===== src/rtl/presc_pkg.sv =====
package presc_pkg;

    localparam int LOG2_MAX_RATIO = 10;
    localparam int CNT_W          = LOG2_MAX_RATIO;
    localparam int SEL_W          = 3;

    typedef logic [CNT_W-1:0] cnt_t;

    typedef enum logic [1:0] {
        ALIGN_RAW   = 2'd0,
        ALIGN_TICK  = 2'd1,
        ALIGN_RESYN = 2'd2,
        ALIGN_SPARE = 2'd3
    } align_e;

    // Shift amount for each division code: 0..4 linear, then steps of two.
    function automatic int unsigned ratio_log2(input logic [SEL_W-1:0] sel);
        if (sel < 3'd5) return int'(sel);
        else            return 6 + 2 * (int'(sel) - 5);
    endfunction

    function automatic cnt_t wrap_limit(input logic [SEL_W-1:0] sel);
        int unsigned sh;
        logic [CNT_W:0] full;
        sh   = ratio_log2(sel);
        full = (CNT_W+1)'(1) << sh;
        return cnt_t'(full - 1'b1);
    endfunction

    typedef struct packed {
        logic held;
        logic strobe;
    } align_state_t;

endpackage


===== src/rtl/presc_divider.sv =====
module presc_divider
    import presc_pkg::*;
(
    input  logic             clk,
    input  logic             rst,
    input  logic [SEL_W-1:0] div_sel,
    input  logic             running,
    input  logic             restart,
    output logic             tick,
    output cnt_t             count
);
    cnt_t limit;
    cnt_t cnt_q;

    assign limit = wrap_limit(div_sel);
    assign tick  = running && (cnt_q == limit);
    assign count = cnt_q;

    always_ff @(posedge clk) begin
        if (rst)               cnt_q <= '0;
        else if (!running)     cnt_q <= '0;
        else if (restart)      cnt_q <= '0;
        else if (cnt_q >= limit) cnt_q <= '0;
        else                   cnt_q <= cnt_q + 1'b1;
    end

    p_idle_zero_r9: assert property (@(posedge clk) disable iff (rst)
        !running |=> (cnt_q == '0));

    p_wrap_after_tick_r3: assert property (@(posedge clk) disable iff (rst)
        tick |=> (cnt_q == '0));

endmodule


===== src/rtl/retrig_align.sv =====
module retrig_align
    import presc_pkg::*;
(
    input  logic   clk,
    input  logic   rst,
    input  align_e mode,
    input  logic   retrig,
    input  logic   running,
    input  logic   tick,
    output logic   restart,
    output logic   strobe
);
    align_state_t st_q, st_d;

    always_comb begin
        st_d    = '0;
        restart = 1'b0;
        unique case (mode)
            ALIGN_TICK: begin
                st_d.strobe = tick && (st_q.held || retrig);
                st_d.held   = running && !tick && (st_q.held || retrig);
            end
            ALIGN_RESYN: begin
                st_d.strobe = retrig;
                restart     = retrig;
            end
            default: begin
                st_d.strobe = retrig;
            end
        endcase
    end

    always_ff @(posedge clk) begin
        if (rst) st_q <= '0;
        else     st_q <= st_d;
    end

    assign strobe = st_q.strobe;

    p_raw_next_r4: assert property (@(posedge clk) disable iff (rst)
        ((mode == ALIGN_RAW) && retrig) |=> strobe);

    p_spare_next_r8: assert property (@(posedge clk) disable iff (rst)
        ((mode == ALIGN_SPARE) && retrig) |=> strobe);

    p_no_hold_idle_r9: assert property (@(posedge clk) disable iff (rst)
        !running |=> !st_q.held);

endmodule


===== src/rtl/presc_retrig.sv =====
module presc_retrig
    import presc_pkg::*;
(
    input  logic       clk,
    input  logic       rst,
    input  logic [2:0] div_sel,
    input  logic [1:0] sync_mode,
    input  logic       retrig,
    input  logic       running,
    output logic       tick_en,
    output logic       reload_stb
);
    logic   tick_w;
    logic   restart_w;
    cnt_t   count_w;
    align_e mode_w;

    assign mode_w = align_e'(sync_mode);

    presc_divider u_div (
        .clk     (clk),
        .rst     (rst),
        .div_sel (div_sel),
        .running (running),
        .restart (restart_w),
        .tick    (tick_w),
        .count   (count_w)
    );

    retrig_align u_align (
        .clk     (clk),
        .rst     (rst),
        .mode    (mode_w),
        .retrig  (retrig),
        .running (running),
        .tick    (tick_w),
        .restart (restart_w),
        .strobe  (reload_stb)
    );

    assign tick_en = tick_w;

    p_resync_clear_r7: assert property (@(posedge clk) disable iff (rst)
        ((sync_mode == 2'd2) && retrig && running) |=> (count_w == '0));

    p_tick_gated_r5: assert property (@(posedge clk) disable iff (rst)
        ((sync_mode == 2'd1) && !tick_en) |=> !reload_stb);

    p_single_strobe_r6: assert property (@(posedge clk) disable iff (rst)
        (reload_stb && (sync_mode == 2'd1) && (div_sel != 3'd0)) |=> !reload_stb);

    p_every_clock_r2: assert property (@(posedge clk) disable iff (rst)
        ((div_sel == 3'd0) && running) |-> tick_en);

    p_reset_clear_r10: assert property (@(posedge clk)
        rst |=> !reload_stb);

endmodule


===== config.mk =====
export PLATFORM = sky130hd
export DESIGN_NAME = presc_retrig
export DESIGN_NICKNAME = d
export VERILOG_FILES = /design/src/rtl/presc_pkg.sv /design/src/rtl/presc_divider.sv /design/src/rtl/retrig_align.sv /design/src/rtl/presc_retrig.sv
export SDC_FILE = /design/constraint.sdc
export NUM_CORES = 1
export LEC_CHECK = 0
export BUFFER_PORTS_ARGS = -buffer_cell sky130_fd_sc_hd__buf_2
export CAP_MARGIN = 10
export CORE_MARGIN = 5
export CORE_UTILIZATION = 53
export DETAILED_ROUTE_END_ITERATION = 10
export PLACE_DENSITY = 0.87
export SYNTH_ARGS = -nofsm -noshare
export SYNTH_HDL_FRONTEND = slang
export SYNTH_SLANG_ARGS = --single-unit
export TNS_END_PERCENT = 10

===== constraint.sdc =====
create_clock -name clk -period 3.5 [get_ports clk]
set_input_delay 0.175 -clock clk [delete_from_list [all_inputs] [get_ports clk]]
set_output_delay 0.175 -clock clk [all_outputs]
set_load 0.01 [all_outputs]

==> Word-level counts from Yosys, hierarchy flattened <==
Cells that the tools add are included.
{ "word_totals": {"reg_bits": 12, "input_bits": 9, "word_cells": 26, "out_inout_bits": 2} }
{ "classes": {"n_shift": 1, "n_addsub": 4, "eq_ne": 3, "n_reduce_logical": 8, "mux": 3, "bitwise_logic": 2, "magnitude_cmp": 2} }
{ "ops": {"columns": ["cell", "n"], "rows": [
  ["$add A4 B32 Y32 const A", 1],
  ["$mux W32", 1],
  ["$shl A1 B32 Y10 const A", 1],
  ["$add A10 B1 Y10 const B", 1],
  ["$eq A10 B10 Y1", 1],
  ["$ge A10 B10 Y1", 1],
  ["$sub A10 B1 Y10 const B", 1],
  ["$logic_and A1 B1 Y1", 4],
  ["$reduce_or A4 Y1", 1],
  ["$sub A3 B3 Y4 const B", 1],
  ["$lt A3 B3 Y1 const B", 1],
  ["$eq A2 B1 Y1 const B", 1],
  ["$eq A2 B2 Y1 const B", 1],
  ["$mux W1", 2],
  ["$not A1 Y1", 2],
  ["$reduce_or A2 Y1", 1],
  ["$logic_not A1 Y1", 1],
  ["$logic_or A1 B1 Y1", 1]
]} }

==> Longest topological paths before layout <==
Gate-level depths: netlist (run 1).
{ "logic_depth": {"word_depth": 10, "mapped_depth": 21, "mapped_depth_nobuf": 20} }

==> Modules after synthesis <==
From an unflattened synthesis (run 1), not the netlist that was laid out.
{ "unflattened": {"cells_unflattened": 83, "hier_area_um2": 783.3} }
{ "by_module_without_submodules": {"columns": ["module", "seq_area_each_um2", "cells_per_inst", "area_each_um2", "instances"], "rows": [
  ["presc_divider", 200.2, 74, 681.9, 1],
  ["retrig_align", 40.0, 9, 101.3, 1]
]} }

==> Worst setup path after synthesis (run 1) <==
No wires, ideal clock.
{ "synth_path": {"path_kind": "input-to-reg", "start": "input port div_sel[1]", "end": "register u_div.cnt_q[2] (netlist: u_div.count[2])", "path_buffers": 1, "arrival_ns": 3.407, "setup_ns": 0.141, "cell_stages": 20, "t_required_ns": 3.359, "setup_slack_ns": -0.048, "path_cell_list": "buf_6 inv_1 ha_1 inv_1 ha_1 nand2b_1 o22a_1 o221a_4 inv_1 nand2_1 ha_1 inv_1 o2111ai_1 o22ai_1 a32oi_1 ha_1 a21o_1 a21oi_1 o2111ai_1 nor2_1"} }
{ "synth_via": {"elab_chain_len": 7, "elab_cells_between_ends": 8, "classes_between": "add/sub (3); order compare (2); shift (1); mux (1); reduce/logical (1)"} }
{ "synth_rtl": {"columns": ["element", "line", "rtl"], "rows": [
  ["start: declaration", "presc_retrig.sv:6", "input logic [2:0] div_sel,"],
  ["$sub A3 B3 Y4", "presc_pkg.sv:19", "else return 6 + 2 * (int'(sel) - 5);"],
  ["$add A4 B32 Y32", "presc_pkg.sv:19", null],
  ["$mux W32 *", "presc_pkg.sv:18", "if (sel < 3'd5) return int'(sel);"],
  ["$shl A1 B32 Y10 *", "presc_pkg.sv:26", "full = (CNT_W+1)'(1) << sh;"],
  ["$sub A10 B1 Y10 *", "presc_pkg.sv:27", "return cnt_t'(full - 1'b1);"],
  ["$ge A10 B10 Y1 *", "presc_divider.sv:23", "else if (cnt_q >= limit) cnt_q <= '0;"],
  ["$reduce_or A4 Y1 (no line) *", null, null],
  ["end signal: assignment", "presc_divider.sv:24", "else cnt_q <= cnt_q + 1'b1;"],
  ["end: declaration", "presc_divider.sv:13", "cnt_t cnt_q;"]
]} }
Mark *: on every way between the ends. The rest lies on a longest branch, timed or not.
A chain may end at the register's enable or synchronous reset.

==> Final worst setup path (run 1) <==
{ "layout_path": {"start": "input port div_sel[0]", "end": "output port tick_en"} }
{ "layout_via": {"elab_chain_len": 7, "elab_cells_between_ends": 8, "classes_between": "add/sub (3); order compare (1); eq/ne (1); shift (1); mux (1); reduce/logical (1)"} }
{ "layout_rtl": {"columns": ["element", "line", "rtl"], "rows": [
  ["$sub A3 B3 Y4", "presc_pkg.sv:19", null],
  ["$add A4 B32 Y32", "presc_pkg.sv:19", null],
  ["$mux W32 *", "presc_pkg.sv:18", null],
  ["$shl A1 B32 Y10 *", "presc_pkg.sv:26", null],
  ["$sub A10 B1 Y10 *", "presc_pkg.sv:27", null],
  ["$eq A10 B10 Y1 *", "presc_divider.sv:16", "assign tick = running && (cnt_q == limit);"],
  ["$logic_and A1 B1 Y1 *", "presc_divider.sv:16", null],
  ["end: declaration", "presc_retrig.sv:10", "output logic tick_en,"]
]} }
Marked as above.

==> key figures, run 1 <==
Drt
  • DRT Pass-1 Iters: 4
  • Total number of vias: 1412
  • Initial drt markers: 68
  • Detail-routed via count per cell: 6.276
  • Remaining DRCs: 0
  • WL/cell: 16.81 µm
  • Antenna-violating nets left: 0
  • Post-Route WL: 3782 µm

Power
  • Leak pwr: 0.7008 nW
  • Max VDD drop: 0.0003049 V
  • Total chip power: 445.8 µW
  • Power per cell area: 271.2 nW/µm²

Synthesis
  • Post-synth EDFFs: 0
  • Yosys cell types: 44
  • Ys Warns: 0
  • Seq/Total Area, Yosys: 19.34%
  • Yosys reg bits: 12
  • Synth Flop Type: dfxtp_1
  • Syn avg cell area: 7.576 µm²
  • Mapped cell area: 1242 µm²
  • Synth top cells by count: nor2_1 (21), ha_1 (15), inv_1 (14), dfxtp_1 (12), nand2_1 (11)
  • Synth top area cells: dfxtp_1 (19%), ha_1 (15%), nor2_1 (6.3%)
  • Synth Net Count: 188
  • Ys async rst share: 0%
  • Count leader, synth: nor2_1
  • Cell accounting for the most synthesized area: dfxtp_1
  • Cells after Synth: 164
  • Yosys top cell area share: 19.34%

STA
  • Rel. slew slack: 65.58%
  • Slew at the pin with the worst max-slew slack: 0.5163 ns
  • Final WS setup: 0.07724 ns
  • Minimum clock period after layout: 3.423 ns
  • Hold Violations, Final: 0
  • Pins over their slew limit: 0
  • Number of setup violations in the final report: 0
  • Setup TNS: 0 ns
  • Worst hold margin: 0.07089 ns
  • Clk_skew: 0.002894 ns
  • Crit share post-route: 97.79%
  • Max Freq: 292.2 MHz

Clock network
  • Clk root buf: clkbuf_4
  • H-Tree Depth: 1
  • Deepest clock path buffer count: 2
  • TritonCTS clock tree: done
  • Skew-Pair Late Insertion Delay: 0.28 ns
  • Clk slew on worst S/H paths: 0.07 ns
  • CTS Buf Count: 3
  • Post-CTS Hold Fix Bufs: 0
  • Clk sink count: 12

Critical path
  • Setup crit start kind: input port
  • R2R Setup Slk: 1.69 ns
  • Reg2reg path depth: 6
  • Worst endpoint required time: 3.32 ns
  • Maximum fanout along the worst path: 16
  • CP arrival: 3.25 ns
  • Worst Setup End Kind: primary output
  • Crit Path Category: in2out

Floorplan
  • Placeable core area: 2233 µm²
  • Row Count: 17
  • Initial Util: 55.63%
  • Top Ports: 11
  • Die Ht: 58.42 µm
  • Die Width: 58.42 µm
  • Full die area: 3412 µm²

Final layout
  • Design area: 1644 µm²
  • Final core utilization: 73.61%
  • Filler instances: 159
  • Antenna fix cells: 0
  • Area grow syn2layout: 32.33%
  • Layout net count: 222
  • Layout cells sized above 1: 33.50%
  • Non-Filler Instances: 225

Flow run
  • Max Cap Viol: 0

Global routing
  • Largest net degree at the start of global routing: 19
  • Global-route wire length before repair: 5651 µm
  • Grt ovf: 0
  • Initial antenna violation count: 0
  • Global Route Usage Sum: 21.31%
  • Number of global-route vias before repair: 1343

Run status
  • Status: finished clean

Placed design
  • Detail Placement HPWL: 2557 µm
  • DP Worst Slack: -0.2581 ns
  • Cell area after placement: 1434 µm²
  • Post-Place Cells: 215
  • GP Congestion: 0.9061
  • Port Buf Inserts: 10

Min path
  • Min-delay worst type: in2reg
  • WHS Path Cells: 2
[layout by cell type (no fill, tap or decap), drive strengths merged, types with 4 or more instances in the layout]
| master | n |
|---|---|
| clkbuf | 4 |
| nand2 | 12 |
| inv | 14 |
| nor2 | 21 |
| nand3 | 8 |
| nor3 | 5 |
| o21ai | 10 |
| a21oi | 10 |
| ha | 15 |
| nand2b | 4 |
| xnor2 | 5 |
| buf | 35 |
| dfxtp | 12 |
| xor2 | 4 |
[path summary, 6_finish.rpt]
path                    endpoint            from
setup / recovery         tick_en      div_sel[0]
hold / removal    u_align.strobe             rst
setup reg to reg  u_div.count[8]  u_div.count[3]
hold reg to reg   u_div.count[0]  u_div.count[0]
[report_power, final]
group / switching [mW] / internal, mW
Combinational: 0.104 / 0.0932
Sequential: 0.00148 / 0.138
Clock: 0.0458 / 0.0634
[cell type report]
cell class / count / area [µm²] / area share (%)
flip-flops and latches: 12 / 240.2 / 14.61
well taps: 28 / 35.03 / 2.131
multi-input cells: 132 / 1035 / 62.94
repair buffers: 35 / 237.7 / 14.46
inverters: 14 / 60.06 / 3.653
clock buffers: 4 / 36.28 / 2.207
[layer usage]
layer	part of all wire (%)	vias to the layer above	global-route usage [%]
li1	-	661	-
met1	36	657	22.16
met2	52	67	37.48
met3	5.8	27	4.605
met4	5.9	0	15.23
met5	0	-	0
[worst max-delay path, stage by stage]
cell      delay, ns
buf_2          0.11
buf_4          0.19
ha_2           0.24
nand2b_2       0.21
o22a_1         0.22
o221a_4        0.25
inv_4          0.07
nand2_4        0.05
ha_4           0.20
inv_6          0.08
nand2_1        0.06
o21a_1         0.20
o22a_1         0.18
ha_1           0.30
nand4_1        0.11
nor2_2         0.15
and3_4         0.20
nand2_2        0.07
inv_1          0.06
buf_2          0.12
[timing repair]
item / 4_1_cts / 5_1_grt
endpoints found under the setup margin: 1 / 11
hold endpoints to repair: 0 / 0
pin swaps: 5 / 14
gates resized for setup: 8 / 18
setup buffers: 2 / 4
[flip-flops by register name, summed over array words and instances (netlist names)]
register / count
u_align.st_q: 1
u_align.strobe: 1
u_div.count: 10
[cells by family after synthesis]
kind of cell | after synthesis | synth area share [%]
and+or+nand+nor | 62 | 24.98
AOI/OAI and AO/OA | 45 | 25.78
buffers and inverters | 20 | 7.653
adders and majority gates | 15 | 15.11
DFF | 12 | 19.34
xor gates and xnor gates | 9 | 6.344
muxes | 1 | 0.8057
(Power assumes the default switching activity.)
==> inputs of run 2 (changes only) <==
==> constraint.sdc (replaced) <==
create_clock -name clk -period 3.5 [get_ports clk]
set_input_delay 0.175 -clock clk [delete_from_list [all_inputs] [get_ports clk]]
set_output_delay 0.175 -clock clk [all_outputs]
set_load 0.02 [all_outputs]
==> run 2 against run 1 <==
  * Sequential cell count unchanged
  * Clock skew down 0.0015 ns
  * Via count up 0.85%
  * Sequential power about the same
  * Register-to-register slack about the same
  * Critical path depth unchanged
  * Final cell count up 0.44%
  * Count of clock-buffer cells in the layout unchanged
  * Worst setup slack worse by 0.068 ns
  * Sequential share of layout area down 0.30 points
  * Total power up 3.2%
  * Global-route usage up 0.65 points
  * Critical endpoint unchanged
  * Largest power group unchanged
==> key figures, run 2 (synthesis results as in run 1) <==
Run status
  • Status: finished clean

STA
  • Max Freq: 286.5 MHz
  • Pins over their slew limit: 0
  • Clk_skew: 0.001418 ns
  • Number of setup violations in the final report: 0
  • Hold Violations, Final: 0
  • Crit share post-route: 99.73%
  • Minimum clock period after layout: 3.490 ns
  • Setup TNS: 0 ns
  • Slew at the pin with the worst max-slew slack: 0.4356 ns
  • Rel. slew slack: 70.90%

Critical path
  • Critical Path Most Common Cell: ha_4
  • CP arrival: 3.32 ns
  • Crit Path Category: in2out
  • Cells along the critical path: buf_2, inv_2, ha_4, and3_1, nor3_2, o22ai_1, and2_1, o211ai_1, ha_4, buf_4, nand2b_1, o21a_1, o22a_1, ha_4, nand4_1, nor2_2, and3_4, nand2_2, inv_2, buf_6
  • Worst endpoint required time: 3.32 ns
  • Slowest stage cell, crit path: ha_4
  • Worst Setup End Kind: primary output
  • Setup crit start kind: input port
  • Max incr delay on CP: 0.29 ns
  • Maximum fanout along the worst path: 4

Global routing
  • Grt met3 use: 4.605%
  • Global Route Usage Sum: 21.96%
  • Met1 Use GR: 23.94%
  • Largest net degree at the start of global routing: 19
  • Global-route wire length before repair: 5830 µm
  • Grt ovf: 0
  • Initial antenna violation count: 0
  • Met2 usage: 38.28%
  • Number of global-route vias before repair: 1310
  • Gr busiest metal: met2

Placed design
  • Post-Place Cells: 216
  • Cell area after placement: 1441 µm²
  • Port Buf Inserts: 10
  • GP Congestion: 0.9493
  • Detail Placement HPWL: 2612 µm

Final layout
  • Layout cells sized above 1: 35.35%
  • Filler instances: 176
  • Max FFs per register: 10
  • Non-Filler Instances: 226
  • Final core utilization: 75.18%
  • Most common cell after layout, fill and taps aside: buf_4
  • Antenna fix cells: 0
  • Layout net count: 223
  • Commonest cells after routing, fill and taps aside: buf_4 (26), nor2_1 (19), dfxtp_1 (12)
  • Design area: 1679 µm²
  • Area grow syn2layout: 35.15%

Drt
  • Antenna-violating nets left: 0
  • Initial drt markers: 176
  • WL/cell: 18.17 µm
  • Detail-routed via count per cell: 6.301
  • Remaining DRCs: 0
  • DRT Pass-1 Iters: 5
  • Post-Route WL: 4106 µm
  • Total number of vias: 1424

Power
  • Power per cell area: 274.1 nW/µm²
  • Max VDD drop: 0.0003887 V
  • Leak pwr: 0.6983 nW

Clock network
  • H-Tree Depth: 1
  • Clk slew on worst S/H paths: 0.07 ns
  • CTS Buf Count: 3
  • Skew-Pair Late Insertion Delay: 0.27 ns
  • Clk sink count: 12
  • TritonCTS clock tree: done
  • Post-CTS Hold Fix Bufs: 0
  • Clk root buf: clkbuf_4
  • Deepest clock path buffer count: 2

Floorplan
  • Die Width: 58.42 µm
  • Top Ports: 11
  • Placeable core area: 2233 µm²
  • Full die area: 3412 µm²
  • Die Ht: 58.42 µm
  • Row Count: 17
  • Initial Util: 55.63%

Min path
  • Min-delay worst type: in2reg

Flow run
  • Max Cap Viol: 0
-- run 2: timing repair --
item	in CTS	in global routing
pin swaps	1	9
buffers inserted	2	4
gates resized for setup	6	25
endpoints found under the setup margin	1	13
-- run 2: worst max-delay path, delay by kind of cell --
| family | cells | cell delay, ns |
|---|---|---|
| simple gates | 8 | 1.20 |
| fa+ha+maj | 3 | 0.73 |
| compound gates | 4 | 0.74 |
| buf+inv | 5 | 0.46 |
-- run 2: worst paths after layout --
| check | from | end | slack [ns] | cells past startpoint |
|---|---|---|---|---|
| hold / removal | rst | u_align.strobe | 0.08 | 2 |
| setup / recovery | div_sel[0] | tick_en | 0.01 | 20 |
| setup reg to reg | u_div.count[3] | u_div.count[7] | 1.69 | 6 |
| hold reg to reg | u_div.count[0] | u_div.count[0] | 0.47 | 1 |
-- run 2: routing by layer --
| layer | up-vias | part of all wire, % |
|---|---|---|
| li1 | 662 | - |
| met1 | 651 | 36 |
| met5 | - | 0 |
| met2 | 87 | 53 |
| met4 | 0 | 5.0 |
| met3 | 24 | 6.2 |
-- run 2: layout make-up --
type	instances	area (µm²)	area share, %
multi-input combinational	132	1059	63.04
tap	28	35.03	2.086
sequential	12	240.2	14.31
timing repair buffer	36	251.5	14.98
clock buffer	4	36.28	2.161
inverter	14	57.56	3.428
-- run 2: metrics by stage --
stage / setup slack [ns] / hold WS [ns] / total power [mW]
after floorplan: -0.002692 / 0.2478 / 0.2436
after global placement: -0.03791 / 0.3465 / 0.2901
after detailed placement: -0.2436 / 0.3738 / 0.2995
after CTS: 0.001250 / 0.07678 / 0.4185
after global routing: -0.1073 / 0.06250 / 0.4873
final: 0.009624 / 0.07846 / 0.4602
-- run 2: power breakdown --
part           switching, mW  internal [mW]
clock                 0.0463         0.0632
sequential           0.00147          0.138
combinational          0.113         0.0975
==> inputs of run 3 (changes only) <==
--- a/config.mk
+++ b/config.mk
@@ -10,7 +10,8 @@
 export CORE_MARGIN = 5
 export CORE_UTILIZATION = 53
 export DETAILED_ROUTE_END_ITERATION = 10
-export PLACE_DENSITY = 0.87
+export PLACE_DENSITY = 0.84
+export SKIP_CTS_REPAIR_TIMING = 1
 export SYNTH_ARGS = -nofsm -noshare
 export SYNTH_HDL_FRONTEND = slang
 export SYNTH_SLANG_ARGS = --single-unit
==> constraint.sdc (replaced) <==
create_clock -name clk -period 3.15 [get_ports clk]
set_input_delay 0.1575 -clock clk [delete_from_list [all_inputs] [get_ports clk]]
set_output_delay 0.1575 -clock clk [all_outputs]
set_load 0.02 [all_outputs]
==> run 3 against run 2 <==
  * Worst setup slack got worse by 0.16 ns
  * Critical path type unchanged
  * Final cell count rose by 2.7%
  * Critical endpoint unchanged
  * Sequential cell count did not move
  * First-iteration DRC count fell by 52%
  * Die area did not move
  * Total power rose by 9.6%
  * Non-clock buffer count rose by 6
  * The flow now finishes with violations (negative setup slack)
  * Routed wire length fell by 12%
==> key figures, run 3 (synthesis results as in run 1) <==
Run status
  • Status: finished, violations left
  • Failing checks: negative setup slack

Floorplan
  • Initial Util: 55.63%
  • Die Ht: 58.42 µm
  • Placeable core area: 2233 µm²
  • Top Ports: 11
  • Row Count: 17
  • Full die area: 3412 µm²
  • Die Width: 58.42 µm

Critical path
  • Worst endpoint required time: 2.99 ns
  • Crit path buf inv count: 5
  • Setup crit start kind: input port
  • Max incr delay on CP: 0.30 ns
  • Worst Setup End Kind: primary output
  • Maximum fanout along the worst path: 8
  • Worst Setup SP: div_sel[1]
  • Kind of cell adding the most delay to the critical path: simple AND/OR/NAND/NOR gates
  • Slowest stage cell, crit path: o211ai_1
  • Reg-to-reg startpoint: u_div.count[3]
  • Cells along the critical path: buf_8, inv_6, ha_4, and3_4, nor3_4, o22ai_4, and2_1, o211ai_1, ha_4, buf_6, nand2b_4, o21a_1, o22a_1, ha_1, nand4_1, nor2_2, and3_4, nand2_4, inv_2, buf_6
  • Crit Path Category: in2out
  • CP arrival: 3.14 ns

Placed design
  • Port Buf Inserts: 10
  • Detail Placement HPWL: 2822 µm
  • Post-Place Cells: 223
  • GP Congestion: 0.8480
  • DP Worst Slack: -0.2442 ns

Final layout
  • Non-Filler Instances: 232
  • Layout cells sized above 1: 35.78%
  • Filler instances: 152
  • Most common cell after layout, fill and taps aside: buf_4
  • Commonest cells after routing, fill and taps aside: buf_4 (31), nor2_1 (20), ha_1 (12), dfxtp_1 (12)
  • Area grow syn2layout: 39.38%
  • Multi-input gate area: 1041 µm²
  • Max FFs per register: 10
  • Layout net count: 229
  • Sequential cell area: 240.2 µm²
  • Antenna fix cells: 0

Global routing
  • Global-route wire length before repair: 5678 µm
  • Grt ovf: 0
  • Largest net degree at the start of global routing: 11
  • Initial antenna violation count: 0
  • Global Route Usage Sum: 21.32%
  • Number of global-route vias before repair: 1303

STA
  • Max Freq: 303.0 MHz
  • Number of setup violations in the final report: 1
  • Minimum clock period after layout: 3.300 ns
  • Unrepaired setup endpoints after global routing: yes
  • Pins over their slew limit: 0
  • Hold Violations, Final: 0
  • Crit share post-route: 104.8%
  • Clk_skew: 0.003173 ns
  • Final WS setup: -0.1500 ns
  • Rel. slew slack: 67.87%
  • Slew at the pin with the worst max-slew slack: 0.4770 ns

Flow run
  • Max Cap Viol: 0

Power
  • Logic pwr share: 45.0%
  • Power per cell area: 291.3 nW/µm²
  • Sequential Power Share: 30.8%
  • Max VDD drop: 0.0002704 V
  • Clock share of power: 24.2%
  • Leak pwr: 0.7494 nW
  • Internal: 338.5 µW
  • Total chip power: 504.4 µW
  • NetSw: 166.0 µW
  • Net Sw Frac: 32.90%

Drt
  • WL/cell: 15.61 µm
  • DRT Pass-1 Iters: 4
  • Total number of vias: 1373
  • Post-Route WL: 3621 µm
  • Initial drt markers: 85
  • Remaining DRCs: 0
  • Antenna-violating nets left: 0
  • Detail-routed via count per cell: 5.918

Clock network
  • Clk slew on worst S/H paths: 0.07 ns
  • Clk root buf: clkbuf_4
  • TritonCTS clock tree: done
  • H-Tree Depth: 1
  • Skew-Pair Late Insertion Delay: 0.28 ns
  • Clk sink count: 12
  • CTS Buf Count: 3
  • Deepest clock path buffer count: 2

Min path
  • Min-delay worst type: in2reg
  • HP Start: rst
[run 3: cell types whose count changed in the layout (fill, tap and decap cells not counted), sizes merged]
cell  delta
buf      +6
[run 3: worst register-to-register path, cell delays in order, from the launching register on]
cell and delay, ns:
dfxtp_1 0.42, ha_1 0.29, a21o_1 0.19, a21o_1 0.18, a21oi_2 0.17, o2111ai_4 0.20
nor2_1 0.17
[run 3: worst paths after layout]
path | end | slack [ns] | cells past startpoint
worst max-delay path | tick_en | -0.15 | 20
worst min-delay path | u_align.strobe | 0.06 | 2
worst max register to register | u_div.count[6] | 1.49 | 6
worst min register to register | u_div.count[0] | 0.47 | 1
[run 3: final cells by class]
class	instances	area share [%]
sequential	12	13.87
inverter	14	3.613
tap	28	2.023
timing repair buffer	42	18.28
clock buffer	4	2.095
multi-input combinational	132	60.12
[run 3: metrics by stage]
step | hold slack [ns] | area, µm² | TNS, ns | util, %
2_1_floorplan | 0.2303 | 1328 | 0 | -
3_3_place_gp | 0.3286 | 1570 | -1.436 | 70.31
3_5_place_dp | 0.3328 | 1570 | -2.744 | 70.31
4_1_cts | 0.03198 | 1607 | -0.2583 | 71.93
5_1_grt | 0.04351 | 1732 | -1.965 | 77.54
6_report | 0.05932 | 1732 | -0.1500 | 77.54
[run 3: power groups by stage]
stage | Clock, mW | Sequential [mW] | Combinational [mW]
after floorplan | 0 | 0.159 | 0.127
after global placement | 0 | 0.159 | 0.189
after detailed placement | 0 | 0.159 | 0.200
after CTS | 0.128 | 0.155 | 0.200
after global routing | 0.137 | 0.155 | 0.245
final | 0.122 | 0.155 | 0.227
[run 3: per-layer routing]
layer / GRT usage (%) / share of wire, %
met4: 12.25 / 4.4
met2: 40.83 / 52
met3: 2.412 / 3.4
met1: 21.93 / 40
met5: 0 / 0
